<file path="config.mk">
export PLATFORM = sky130hd
export DESIGN_NAME = line_reset_seq
export DESIGN_NICKNAME = d
export VERILOG_FILES = /design/src/rtl/line_reset_seq_pkg.sv /design/src/rtl/line_reset_seq_dp.sv /design/src/rtl/line_reset_seq_ctrl.sv /design/src/rtl/line_reset_seq.sv
export SDC_FILE = /design/constraint.sdc
export NUM_CORES = 1
export LEC_CHECK = 0
export CORE_MARGIN = 4
export CORE_UTILIZATION = 45
export CTS_CLUSTER_DIAMETER = 30
export DETAILED_ROUTE_END_ITERATION = 7
export GPL_TIMING_DRIVEN = 1
export PLACE_DENSITY = 0.64
export SLEW_MARGIN = 10
export SYNTH_ARGS = -nofsm -noshare
export SYNTH_HDL_FRONTEND = slang
export SYNTH_SLANG_ARGS = --single-unit
</file>
<file path="constraint.sdc">
create_clock -name clk -period 2.5 [get_ports clk]
set_input_delay 0.625 -clock clk [delete_from_list [all_inputs] [get_ports clk]]
set_output_delay 0.625 -clock clk [all_outputs]
set_load 0.01 [all_outputs]
</file>
<file path="src/rtl/line_reset_seq_pkg.sv">
package line_reset_seq_pkg;

  typedef enum logic [2:0] {
    ST_IDLE     = 3'd0,
    ST_DEBOUNCE = 3'd1,
    ST_WAIT_REL = 3'd2,
    ST_PULSE    = 3'd3,
    ST_PFAIL    = 3'd4,
    ST_RECOVER  = 3'd5
  } seqStateT;

  typedef enum logic [1:0] {
    SEL_DEBOUNCE = 2'd0,
    SEL_PULSE    = 2'd1,
    SEL_RECOVER  = 2'd2
  } timerSelT;

  // strobes from control to datapath
  typedef struct packed {
    logic     load;
    timerSelT sel;
  } dpCmdT;

  // observations from datapath to control
  typedef struct packed {
    logic fallEdge;
    logic riseEdge;
    logic timerDone;
  } dpStatT;

endpackage

</file>
<file path="src/rtl/line_reset_seq_dp.sv">
module line_reset_seq_dp
  import line_reset_seq_pkg::*;
#(
  parameter int SYNC_STAGES    = 2,
  parameter int DEBOUNCE_TICKS = 8192,
  parameter int PULSE_TICKS    = 8192,
  parameter int RECOVER_TICKS  = 8192,
  parameter int CNT_W          = 14
) (
  input  logic             clk,
  input  logic             rst_n,
  input  logic             lineIn,
  input  dpCmdT            cmd,
  output dpStatT           stat,
  output logic [CNT_W-1:0] timerVal
);

  logic [SYNC_STAGES-1:0] syncQ;
  logic                   lineSync;
  logic                   linePrev;
  logic [CNT_W-1:0]       cnt;
  logic [CNT_W-1:0]       loadVal;

  // idle level of the line is high, so the synchronizer resets to ones
  generate
    if (SYNC_STAGES == 1) begin : g_sync1
      always_ff @(posedge clk or negedge rst_n) begin
        if (!rst_n) syncQ <= '1;
        else        syncQ <= lineIn;
      end
    end else begin : g_syncN
      always_ff @(posedge clk or negedge rst_n) begin
        if (!rst_n) syncQ <= '1;
        else        syncQ <= {syncQ[SYNC_STAGES-2:0], lineIn};
      end
    end
  endgenerate

  assign lineSync = syncQ[SYNC_STAGES-1];

  always_ff @(posedge clk or negedge rst_n) begin
    if (!rst_n) linePrev <= 1'b1;
    else        linePrev <= lineSync;
  end

  always_comb begin
    unique case (cmd.sel)
      SEL_DEBOUNCE: loadVal = CNT_W'(DEBOUNCE_TICKS);
      SEL_PULSE:    loadVal = CNT_W'(PULSE_TICKS);
      default:      loadVal = CNT_W'(RECOVER_TICKS);
    endcase
  end

  always_ff @(posedge clk or negedge rst_n) begin
    if (!rst_n)             cnt <= '0;
    else if (cmd.load)      cnt <= loadVal;
    else if (cnt != '0)     cnt <= cnt - CNT_W'(1);
  end

  assign stat.fallEdge  = linePrev & ~lineSync;
  assign stat.riseEdge  = ~linePrev & lineSync;
  assign stat.timerDone = (cnt == CNT_W'(1));
  assign timerVal       = cnt;

endmodule

</file>
<file path="src/rtl/line_reset_seq_ctrl.sv">
module line_reset_seq_ctrl
  import line_reset_seq_pkg::*;
(
  input  logic     clk,
  input  logic     rst_n,
  input  logic     pwrFail,
  input  logic     oscRun,
  input  dpStatT   stat,
  output dpCmdT    cmd,
  output seqStateT state,
  output logic     pullLow,
  output logic     busy
);

  seqStateT nextState;

  always_comb begin
    nextState = state;
    cmd.load  = 1'b0;
    cmd.sel   = SEL_DEBOUNCE;
    if (pwrFail) begin
      nextState = ST_PFAIL;
    end else begin
      unique case (state)
        ST_IDLE: begin
          if (stat.fallEdge) begin
            nextState = ST_DEBOUNCE;
            cmd.load  = 1'b1;
            cmd.sel   = SEL_DEBOUNCE;
          end
        end
        ST_DEBOUNCE: begin
          if (stat.timerDone) nextState = ST_WAIT_REL;
        end
        ST_WAIT_REL: begin
          if (stat.riseEdge) begin
            nextState = ST_PULSE;
            cmd.load  = 1'b1;
            cmd.sel   = SEL_PULSE;
          end
        end
        ST_PULSE: begin
          if (stat.timerDone) nextState = ST_IDLE;
        end
        ST_PFAIL: begin
          if (oscRun) begin
            nextState = ST_RECOVER;
            cmd.load  = 1'b1;
            cmd.sel   = SEL_RECOVER;
          end else begin
            nextState = ST_IDLE;
          end
        end
        ST_RECOVER: begin
          if (stat.timerDone) nextState = ST_IDLE;
        end
        default: nextState = ST_IDLE;
      endcase
    end
  end

  always_ff @(posedge clk or negedge rst_n) begin
    if (!rst_n) state <= ST_IDLE;
    else        state <= nextState;
  end

  assign pullLow = (state == ST_DEBOUNCE) || (state == ST_PULSE) ||
                   (state == ST_PFAIL)    || (state == ST_RECOVER);
  assign busy    = (state != ST_IDLE);

endmodule

</file>
<file path="src/rtl/line_reset_seq.sv">
module line_reset_seq
  import line_reset_seq_pkg::*;
#(
  parameter int SYNC_STAGES    = 2,
  parameter int DEBOUNCE_TICKS = 8192,
  parameter int PULSE_TICKS    = 8192,
  parameter int RECOVER_TICKS  = 8192
) (
  input  logic clk,
  input  logic rst_n,
  input  logic lineIn,
  input  logic pwrFail,
  input  logic oscRun,
  output logic pullLow,
  output logic busy
);

  localparam int MAX_DP = (DEBOUNCE_TICKS > PULSE_TICKS) ? DEBOUNCE_TICKS : PULSE_TICKS;
  localparam int MAX_T  = (MAX_DP > RECOVER_TICKS) ? MAX_DP : RECOVER_TICKS;
  localparam int CNT_W  = $clog2(MAX_T + 1);

  dpCmdT            cmd;
  dpStatT           stat;
  seqStateT         seqState;
  logic [CNT_W-1:0] timerVal;

  line_reset_seq_dp #(
    .SYNC_STAGES   (SYNC_STAGES),
    .DEBOUNCE_TICKS(DEBOUNCE_TICKS),
    .PULSE_TICKS   (PULSE_TICKS),
    .RECOVER_TICKS (RECOVER_TICKS),
    .CNT_W         (CNT_W)
  ) u_dp (
    .clk     (clk),
    .rst_n   (rst_n),
    .lineIn  (lineIn),
    .cmd     (cmd),
    .stat    (stat),
    .timerVal(timerVal)
  );

  line_reset_seq_ctrl u_ctrl (
    .clk    (clk),
    .rst_n  (rst_n),
    .pwrFail(pwrFail),
    .oscRun (oscRun),
    .stat   (stat),
    .cmd    (cmd),
    .state  (seqState),
    .pullLow(pullLow),
    .busy   (busy)
  );

endmodule

</file>
## After elaboration in Yosys (flattened, before gate mapping)

Cells that the tools add are included.

| operators by class | value |
|---|---|
| equality and inequality tests | 10 |
| bitwise gates (word level) | 4 |
| reductions and logical operators | 9 |
| muxes and demuxes | 14 |
| $add $sub $neg | 1 |

Operator list:

| cell | count |
|---|---|
| 3-bit two-way mux | 10 |
| 14-bit two-way mux | 2 |
| 3-bit case mux with 5 select lines | 1 |
| 14-bit by 1-bit equality test with 1-bit output, second input constant | 1 |
| 14-bit nonzero test | 1 |
| 14-bit by 1-bit subtractor with 14-bit output, second input constant | 1 |
| 3-bit != test, second input constant | 3 |
| 3-bit case mux with 3 select lines | 1 |
| 3-bit by 2-bit equality test with 1-bit output, second input constant | 2 |
| 3-bit equality test, second input constant | 2 |
| 4-bit AND reduction | 1 |
| 3-bit by 1-bit equality test with 1-bit output, second input constant | 1 |
| 3-bit logical NOT | 1 |
| 1-bit logical OR | 3 |
| 3-bit by 1-bit != test with 1-bit output, second input constant | 1 |
| 3-bit nonzero test | 1 |
| 1-bit bitwise AND | 2 |
| 1-bit inverter | 2 |
| 2-bit nonzero test | 1 |
| 2-bit OR reduction | 1 |

| word-level totals | value |
|---|---|
| word-level logic and storage cells | 42 |
| output and inout port bits | 2 |
| register bits after elaboration | 20 |

## Depth between registers and ports, before layout

Gate-level depths: netlist of the first run.

| depth | value |
|---|---|
| depth after elaboration | 6 |
| gate-level depth with buffers | 6 |
| depth with buffers taken out | 6 |

## By module

From an unflattened synthesis of the first run, not the netlist that was laid out.

| unflattened totals | value |
|---|---|
| cell total of the unflattened synthesis | 113 |
| area, all modules | 1,121.1 µm² |

By module, submodules not included:

| module | cells each | sequential area each (µm²) | times used | area each (µm²) |
|---|---|---|---|---|
| line_reset_seq_dp | 88 | 429.2 | 1 | 898.4 |
| line_reset_seq_ctrl | 25 | 75.1 | 1 | 222.7 |

## Worst setup path before layout of the first run

No wires, ideal clock.

| timing | value |
|---|---|
| kind | register to register |
| from | register u_dp.cnt[0], in the netlist u_dp.timerVal[0] |
| to | register u_dp.cnt[12], in the netlist u_dp.timerVal[12] |
| cell stages (with the launch flop) | 7 |
| clock period less this slack | 1,822 ps |
| required time | 2,368 ps |
| setup slack | 678 ps |
| arrival | 1,690 ps |
| cell sequence | dfrtp_1 > inv_1 > ha_1 > or4b_1 > nor3_1 > mux2i_1 > nor2_1 |

| between the ends | value |
|---|---|
| cells in the longest elaborated chain, start to end | 3 |

Ends and longest elaborated chain:

| element | line | RTL |
|---|---|---|
| start: declaration | line_reset_seq_dp.sv:21 | `logic [CNT_W-1:0] cnt;` |
| start signal: assignment | line_reset_seq_dp.sv:56 | `else if (cmd.load) cnt <= loadVal;` |
| start signal: assignment | line_reset_seq_dp.sv:57 | `else if (cnt != '0) cnt <= cnt - CNT_W'(1);` |
| 14-bit by 1-bit subtractor with 14-bit output | line_reset_seq_dp.sv:57 |  |
| 14-bit two-way mux | line_reset_seq_dp.sv:57 |  |
| 14-bit two-way mux | line_reset_seq_dp.sv:56 |  |

Several ways; a longest one is shown, not always the timed one. The select of a mux whose other input is x is not followed.
A chain may end at the register's enable or synchronous reset.

## Worst setup path in the final report of the first run

| timing | value |
|---|---|
| from | register u_ctrl.state[2] |
| to | output busy |

| between the ends | value |
|---|---|
| cells in the longest elaborated chain, start to end | 1 |

Ends and longest elaborated chain:

| element | line | RTL |
|---|---|---|
| start: declaration | line_reset_seq_ctrl.sv:10 | `output seqStateT state,` |
| start signal: assignment | line_reset_seq_ctrl.sv:64 | `else state <= nextState;` |
| 3-bit nonzero test | line_reset_seq_ctrl.sv:69 | `assign busy = (state != ST_IDLE);` |
| end: declaration | line_reset_seq.sv:15 | `output logic busy` |

No other way between the ends.

==> impl_results.md, run 1 <==
* CTS H-tree depth at 1
* Fmax at approximately 0.44 GHz
* PortBufs at 6
* Vias per cell at between 5 and 6
* Nets at 133
* CP Max Fanout at 9
* Startpoint types: register
* CTS root buf: clkbuf_4
* R2r startpoint: u_dp.timerVal[0]$_DFFE_PN0P_
* First-pass DRT Iterations at 4
* Seq/Total Area, Yosys at a little under half
* Die Ht at 56.67 um
* Hold path depth at 0
* Die area at 3211 um^2
* DRC violations left at 0
* # diodes at 0
* Core Region at between 2000 and 2500 um^2
* Post-CTS Resized at 0
* Setup TNS at 0 ps
* CP max stage delay at 480 ps
* Setup Fix Bufs, Post-CTS at 0
* Initial Util at 47.73%
* RSZ-0062 raised after global routing: false
* VDD IR-drop max at about 600 uV
* Num rows at 17
* Psw at 0.5024 mW
* Util after Layout at 55.52%
* Die width at 56.67 um
* Min cycle time layout at 2270 ps
* Final Max Slew Viols at 0
* Post-DP HPWL at ~1500 um
* Initial antenna violation count at 0
* RR Endpoint: u_dp.timerVal[12]$_DFFE_PN0P_
* Critical path type: register to output pin
* Type of the worst min-delay path: register to register
* Yosys cell types at 35
* Final Setup Violations at 0
* Layout cell share with drive strength beyond 1 at approximately an eighth
* Nature of the critical path endpoint: output pin
* Dpl ws at 514.8 ps
* Sequential Power Share at 42.3%
* Worst-Margin Slew at 474.8 ps
* Layout area overhead at 16.31%
* Crit path cell chain: or3_1 -> clkdlybuf4s50_1
* Clock transition at the registers of the reported paths at 110 ps
* Ys Warns at 0
* Drt total wl at 2073 um
* Hold_buf cts at 0
* Max cap viols at 0
* Final Cycle Share at 90.81%
* Status: completed
* Sink Count at 20
* GPL Wtd Cong at a little under 0.8
* Slew HR at 68.10%
* Syn avg cell area at 9.518 um^2
* Boundary pin count at 7
* Maximum root-to-sink buffer count at 2
* Pin count of the biggest net entering global routing at 21
* Comb power frac at 38.0%
* Worst min-delay path endpoint: u_dp.syncQ[1]$_DFF_PN1_
* Clock tree from TritonCTS: done
* Mapped Area at 1066 um^2
* Fin cells at around 150
* Pwr dens at 1072 nW/um^2
* R2R depth at 6
* Most frequent cells in the layout: dfrtp_1, nor2_1, nor3_1, a21oi_1, nand2_1
* Commonest non-fill, non-tap cell in the layout: dfrtp_1
* Vias after detailed routing at 881
* Seq cells post-synth at 20
* Clock power share at 19.8%
* Reg2Reg Setup Slack at 500 ps
* Hold Fails Final Rpt at 0
* Post-Syn Instances at 112
* First-pass GRT wire length at 3753 um
* Crit path DAT at 1650 ps
* Slowest-stage cell, CP: dfrtp_1
* Power Internal at 0.8274 mW
* Sw Share at 37.78%
* Vias in the first global route at about 800
* Congestion Overflow GR at 0
* Hold_sp: u_dp.syncQ[0]$_DFF_PN1_
* Clk_skew at 3.036 ps
* GRT Overall Usage at between 10% and 20%
* Syn Nets at 119
* Routed length per instance at 13.55 um
* Post-DRT Antenna Nets at 0
* Setup ws final at between 200 and 250 ps
* Latest clock arrival within the worst-skew pair at around 300 ps
* WHS at 365.0 ps
* Iteration-0 DRC Markers at 8
* Fill cells at around 210
* Required time of the critical path at 1880 ps
* CTS buffer count at 3
* Post-Place Cells at 149
* Lkg Pwr at 0.5225 nW
==> critical path, delay by kind of cell, from the launching register on <==
family                 cells  cell delay [ps]
buffers and inverters      1              480
DFF                        1              480
and+or+nand+nor            1              380
==> cell usage after synthesis (all sizes together) <==
master / number / area (um^2)
nor4b: 2 / 17.52
nor2: 12 / 45.04
nor4: 1 / 6.260
nand2: 8 / 30.03
or4: 4 / 33.78
dfstp: 3 / 78.83
o31ai: 1 / 7.510
inv: 3 / 11.26
nand3b: 1 / 7.510
nand2b: 3 / 18.77
ha: 2 / 25.02
and3b: 1 / 8.760
a41o: 1 / 10.01
a21o: 1 / 7.510
nand4: 2 / 12.51
nor4bb: 1 / 10.01
clkbuf: 1 / 3.750
o21ai: 6 / 30.03
nand3: 1 / 5.000
a31o: 2 / 17.52
a21oi: 8 / 40.04
or2: 2 / 15.02
xnor2: 2 / 17.52
a211oi: 2 / 15.01
nor3: 10 / 50.05
xor2: 1 / 8.760
nor2b: 1 / 6.260
or4b: 1 / 10.01
o2111ai: 1 / 8.760
dfrtp: 17 / 425.4
or3: 7 / 43.79
a211o: 1 / 8.760
mux2i: 3 / 30.03
==> how the worst max path moves through the flow <==
stage,endpoint,slack (ps),start,depth (start not counted)
finish,busy,230,u_ctrl.state[2]$_DFFE_PN0P_,2
detailed placement,u_dp.timerVal[3]$_DFFE_PN0P_,510,oscRun,6
global placement,u_dp.timerVal[3]$_DFFE_PN0P_,520,oscRun,6
floorplan,u_dp.timerVal[12]$_DFFE_PN0P_,680,u_dp.timerVal[0]$_DFFE_PN0P_,6
global route,busy,130,u_ctrl.state[2]$_DFFE_PN0P_,2
CTS,busy,210,u_ctrl.state[2]$_DFFE_PN0P_,2
==> layout make-up <==
cell class              instances  area, um^2  share of cell area (%)
well taps                      28       35.03                   2.825
flip-flops and latches         20       504.2                   40.67
repair buffers                 10       90.09                   7.265
multi-input cells              88       546.8                   44.10
clock buffers                   3       22.52                   1.816
clock inverters                 1       30.03                   2.422
inverters                       3       11.26                  0.9082
==> flip-flops by register name (all words and copies together), names as in the netlist <==
name,cells
u_ctrl.state,3
u_dp.linePrev,1
u_dp.syncQ,2
u_dp.timerVal,14
==> per-layer routing <==
layer	track usage [%]	wire, um	vias to the layer above
li1	-	-	444
met1	21.84	1027	414
met2	20.30	917	18
met3	5.057	102	5
met4	4.068	26	0
met5	0	0	-
==> through the flow <==
step	area, um^2	total power, mW
floorplan	1066	0.9238
global placement	1187	1.061
detailed placement	1187	1.070
CTS	1240	1.338
global route	1240	1.447
finish	1240	1.330
==> power by group through the flow <==
stage          Combinational (mW)  Sequential [mW]  Clock [mW]
5_1_grt                     0.574            0.584       0.289
4_1_cts                     0.507            0.559       0.271
2_1_floorplan               0.393            0.531           0
3_3_place_gp                0.500            0.561           0
3_5_place_dp                0.504            0.566           0
6_report                    0.505            0.562       0.263
==> cell families (layout without fill, tap and decap cells) <==
logic type / count (synthesis) / count (layout) / synth area share (%)
AO/OA/AOI/OAI: 23 / 23 / 13.62
multiplexers: 3 / 3 / 2.817
flip-flops: 20 / 20 / 47.30
AND/OR/NAND/NOR: 57 / 57 / 30.05
adder cells (fa/ha/maj): 2 / 2 / 2.347
XOR/XNOR: 3 / 3 / 2.465
buffers and inverters: 4 / 17 / 1.408
(Power assumes the default switching activity.)
==> inputs of run 2 (changes only) <==
CORE_MARGIN = unset   (was 4)
==> run 2 against run 1 <==
  * Utilization down 0.20 points
  * Design area down 1.3%
  * Worst hold slack worse by 1.8 ps
  * Via count up 1.9%
  * Non-clock buffer count unchanged
  * Register-to-register slack worse by 100 ps
  * Critical path depth unchanged
  * Sequential share of layout area up 0.54 points
  * Fmax down 0.84%
  * Clock skew up 4.1 ps
  * Largest power group unchanged
==> impl_results.md, run 2 (synthesis gave the netlist of run 1 again) <==
* Status: completed
* Initial Util at 48.19% (+0.46 points)
* Clk_skew at 7.161 ps (+4.126 ps)
* Die area at 2567 um^2 (-20%)
* Setup Fix Bufs, Post-CTS at 0 (unchanged)
* Clock power share at 14.8% (-5.0 points)
* Boundary pin count at 7 (unchanged)
* Post-Place Cells at 149 (unchanged)
* Max cap viols at 0 (unchanged)
* Maximum root-to-sink buffer count at 2 (unchanged)
* Lkg Pwr at 0.5155 nW (-1.3%)
* CTS buffer count at 3 (unchanged)
* Core Region at 2212 um^2 (-0.95%)
* Layout area overhead at 14.79%
* Congestion Overflow GR at 0 (unchanged)
* Largest register FFs at 14 (unchanged)
* Slew HR at 67.07% (-1.0 points)
* Post-DP HPWL at 1539 um (unchanged)
* Nature of the critical path endpoint: output pin
* Final Max Slew Viols at 0 (unchanged)
* Drt total wl at 2241 um (+8.1%)
* Initial antenna violation count at 0 (unchanged)
* Commonest non-fill, non-tap cell in the layout: dfrtp_1
* CTS root buf: clkbuf_4
* CTS H-tree depth at 1 (unchanged)
* First-pass DRT Iterations at 4 (unchanged)
* Setup TNS at 0 ps (unchanged)
* Startpoint types: register
* RSZ-0062 raised after global routing: false
* Vias per cell at 5.869 (+1.9%)
* Num rows at 17 (unchanged)
* DRC violations left at 0 (unchanged)
* PortBufs at 6 (unchanged)
* VDD IR-drop max at 645.0 uV (+8.1%)
* Post-CTS Resized at 0 (unchanged)
* Pwr dens at 1043 nW/um^2 (-2.7%)
* Die width at 50.67 um (-11%)
* Hold Fails Final Rpt at 0 (unchanged)
* Layout cell share with drive strength beyond 1 at 12.80% (unchanged)
* GR Util met1 at 26.48% (+4.6 points)
* Sw Share at 40.83% (+3.0 points)
* Critical path type: register to output pin
* Final Cycle Share at 91.58% (+0.77 points)
* Fmax at 0.4368 GHz (-0.84%)
* Psw at 0.5212 mW (+3.7%)
* Iteration-0 DRC Markers at 22 (+14)
* Power Internal at 0.7553 mW (-8.7%)
* Vias in the first global route at 856 (+8.9%)
* Min cycle time layout at 2290 ps (+19.28 ps)
* Most frequent cells in the layout: dfrtp_1, nor2_1, nor3_1, a21oi_1, nand2_1
* First-pass GRT wire length at 3884 um (+3.5%)
* Vias after detailed routing at 898 (+1.9%)
* Required time of the critical path at 1880 ps (about the same)
* Sink Count at 20 (unchanged)
* # diodes at 0 (unchanged)
* Fin cells at 153 (unchanged)
* Sequential Power Share at 44.8% (+2.5 points)
* Latest clock arrival within the worst-skew pair at 310 ps (about the same)
* Routed length per instance at 14.65 um (+8.1%)
* Nets at 133 (unchanged)
* Met3 usage at 6.364% (+1.3 points)
* Hold_buf cts at 0 (unchanged)
* Comb power frac at 40.5% (+2.5 points)
* GR Util met2 at 33.11% (+13 points)
* Reg2Reg Setup Slack at 400 ps (-100 ps)
* GRT Overall Usage at 20.54% (+5.7 points)
* Design area at 1224 um^2 (-1.3%)
* CP Max Fanout at 9 (unchanged)
* Post-DRT Antenna Nets at 0 (unchanged)
* Post-DP Area at 1187 um^2 (unchanged)
* Clock tree from TritonCTS: done
* Worst-Margin Slew at 490.1 ps (+15.33 ps)
* GRT busiest layer: met2
* Fill cells at 208 (+1.5%)
* Pwr Total at 1.276 mW (-4.0%)
* Type of the worst min-delay path: register to register
* GPL Wtd Cong at 0.8554 (+7.6%)
* Die Ht at 50.67 um (-11%)
* Crit path DAT at 1660 ps (about the same)
* Clock transition at the registers of the reported paths at 110 ps (about the same)
* Final Setup Violations at 0 (unchanged)
* Pin count of the biggest net entering global routing at 21 (unchanged)
==> run 2: final timing paths <==
| path | from | end | depth (start not counted) |
|---|---|---|---|
| setup / recovery | u_ctrl.state[2]$_DFFE_PN0P_ | busy | 2 |
| hold / removal | u_dp.syncQ[0]$_DFF_PN1_ | u_dp.syncQ[1]$_DFF_PN1_ | 0 |
| setup reg to reg | u_dp.timerVal[0]$_DFFE_PN0P_ | u_dp.timerVal[12]$_DFFE_PN0P_ | 6 |
| hold reg to reg | u_dp.syncQ[0]$_DFF_PN1_ | u_dp.syncQ[1]$_DFF_PN1_ | 0 |
| max in group asynchronous | rst_n | u_dp.syncQ[0]$_DFF_PN1_ | 2 |
| min in group asynchronous | rst_n | u_ctrl.state[0]$_DFFE_PN0P_ | 2 |
==> run 2: worst max-delay path, stage by stage, from the launching register on <==
cell	delay [ps]
dfrtp_1	480
or3_1	390
clkdlybuf4s50_1	490
==> run 2: metrics by stage <==
stage / hold WS, ps / worst slack (ps) / utilization (%)
4_1_cts: 366.4 / 210.9 / 55.32
3_5_place_dp: 347.6 / 458.3 / 53.68
3_3_place_gp: 348.9 / 458.4 / 53.68
5_1_grt: 372.4 / 145.2 / 55.32
6_report: 363.2 / 210.4 / 55.32
2_1_floorplan: 329.4 / 677.7 / -
==> run 2: final cells by class <==
cell class	instances	area, um^2	area share, %
Sequential cell	20	504.2	41.21
Timing Repair Buffer	10	90.09	7.362
Multi-Input combinational cell	88	546.8	44.68
Tap cell	28	35.03	2.863
Inverter	3	11.26	0.9202
Clock buffer	4	36.28	2.965
==> run 2: power groups by stage <==
stage	registers [mW]	clock network, mW	logic [mW]
global placement	0.562	0	0.500
finish	0.571	0.188	0.517
CTS	0.565	0.195	0.512
global route	0.588	0.204	0.577
detailed placement	0.568	0	0.505
floorplan	0.531	0	0.393
==> run 2: routing by layer <==
metal	vias up	wire length [um]
li1	440	-
met1	431	1079
met2	25	1027
met3	2	118
met4	0	16
met5	-	0
==> inputs of run 3 (changes only) <==
GPL_ROUTABILITY_DRIVEN = 0   (was unset)
SLEW_MARGIN = 20   (was 10)
==> results of run 3 <==
No change in the layout: final DEF, timing and power equal those of run 2.
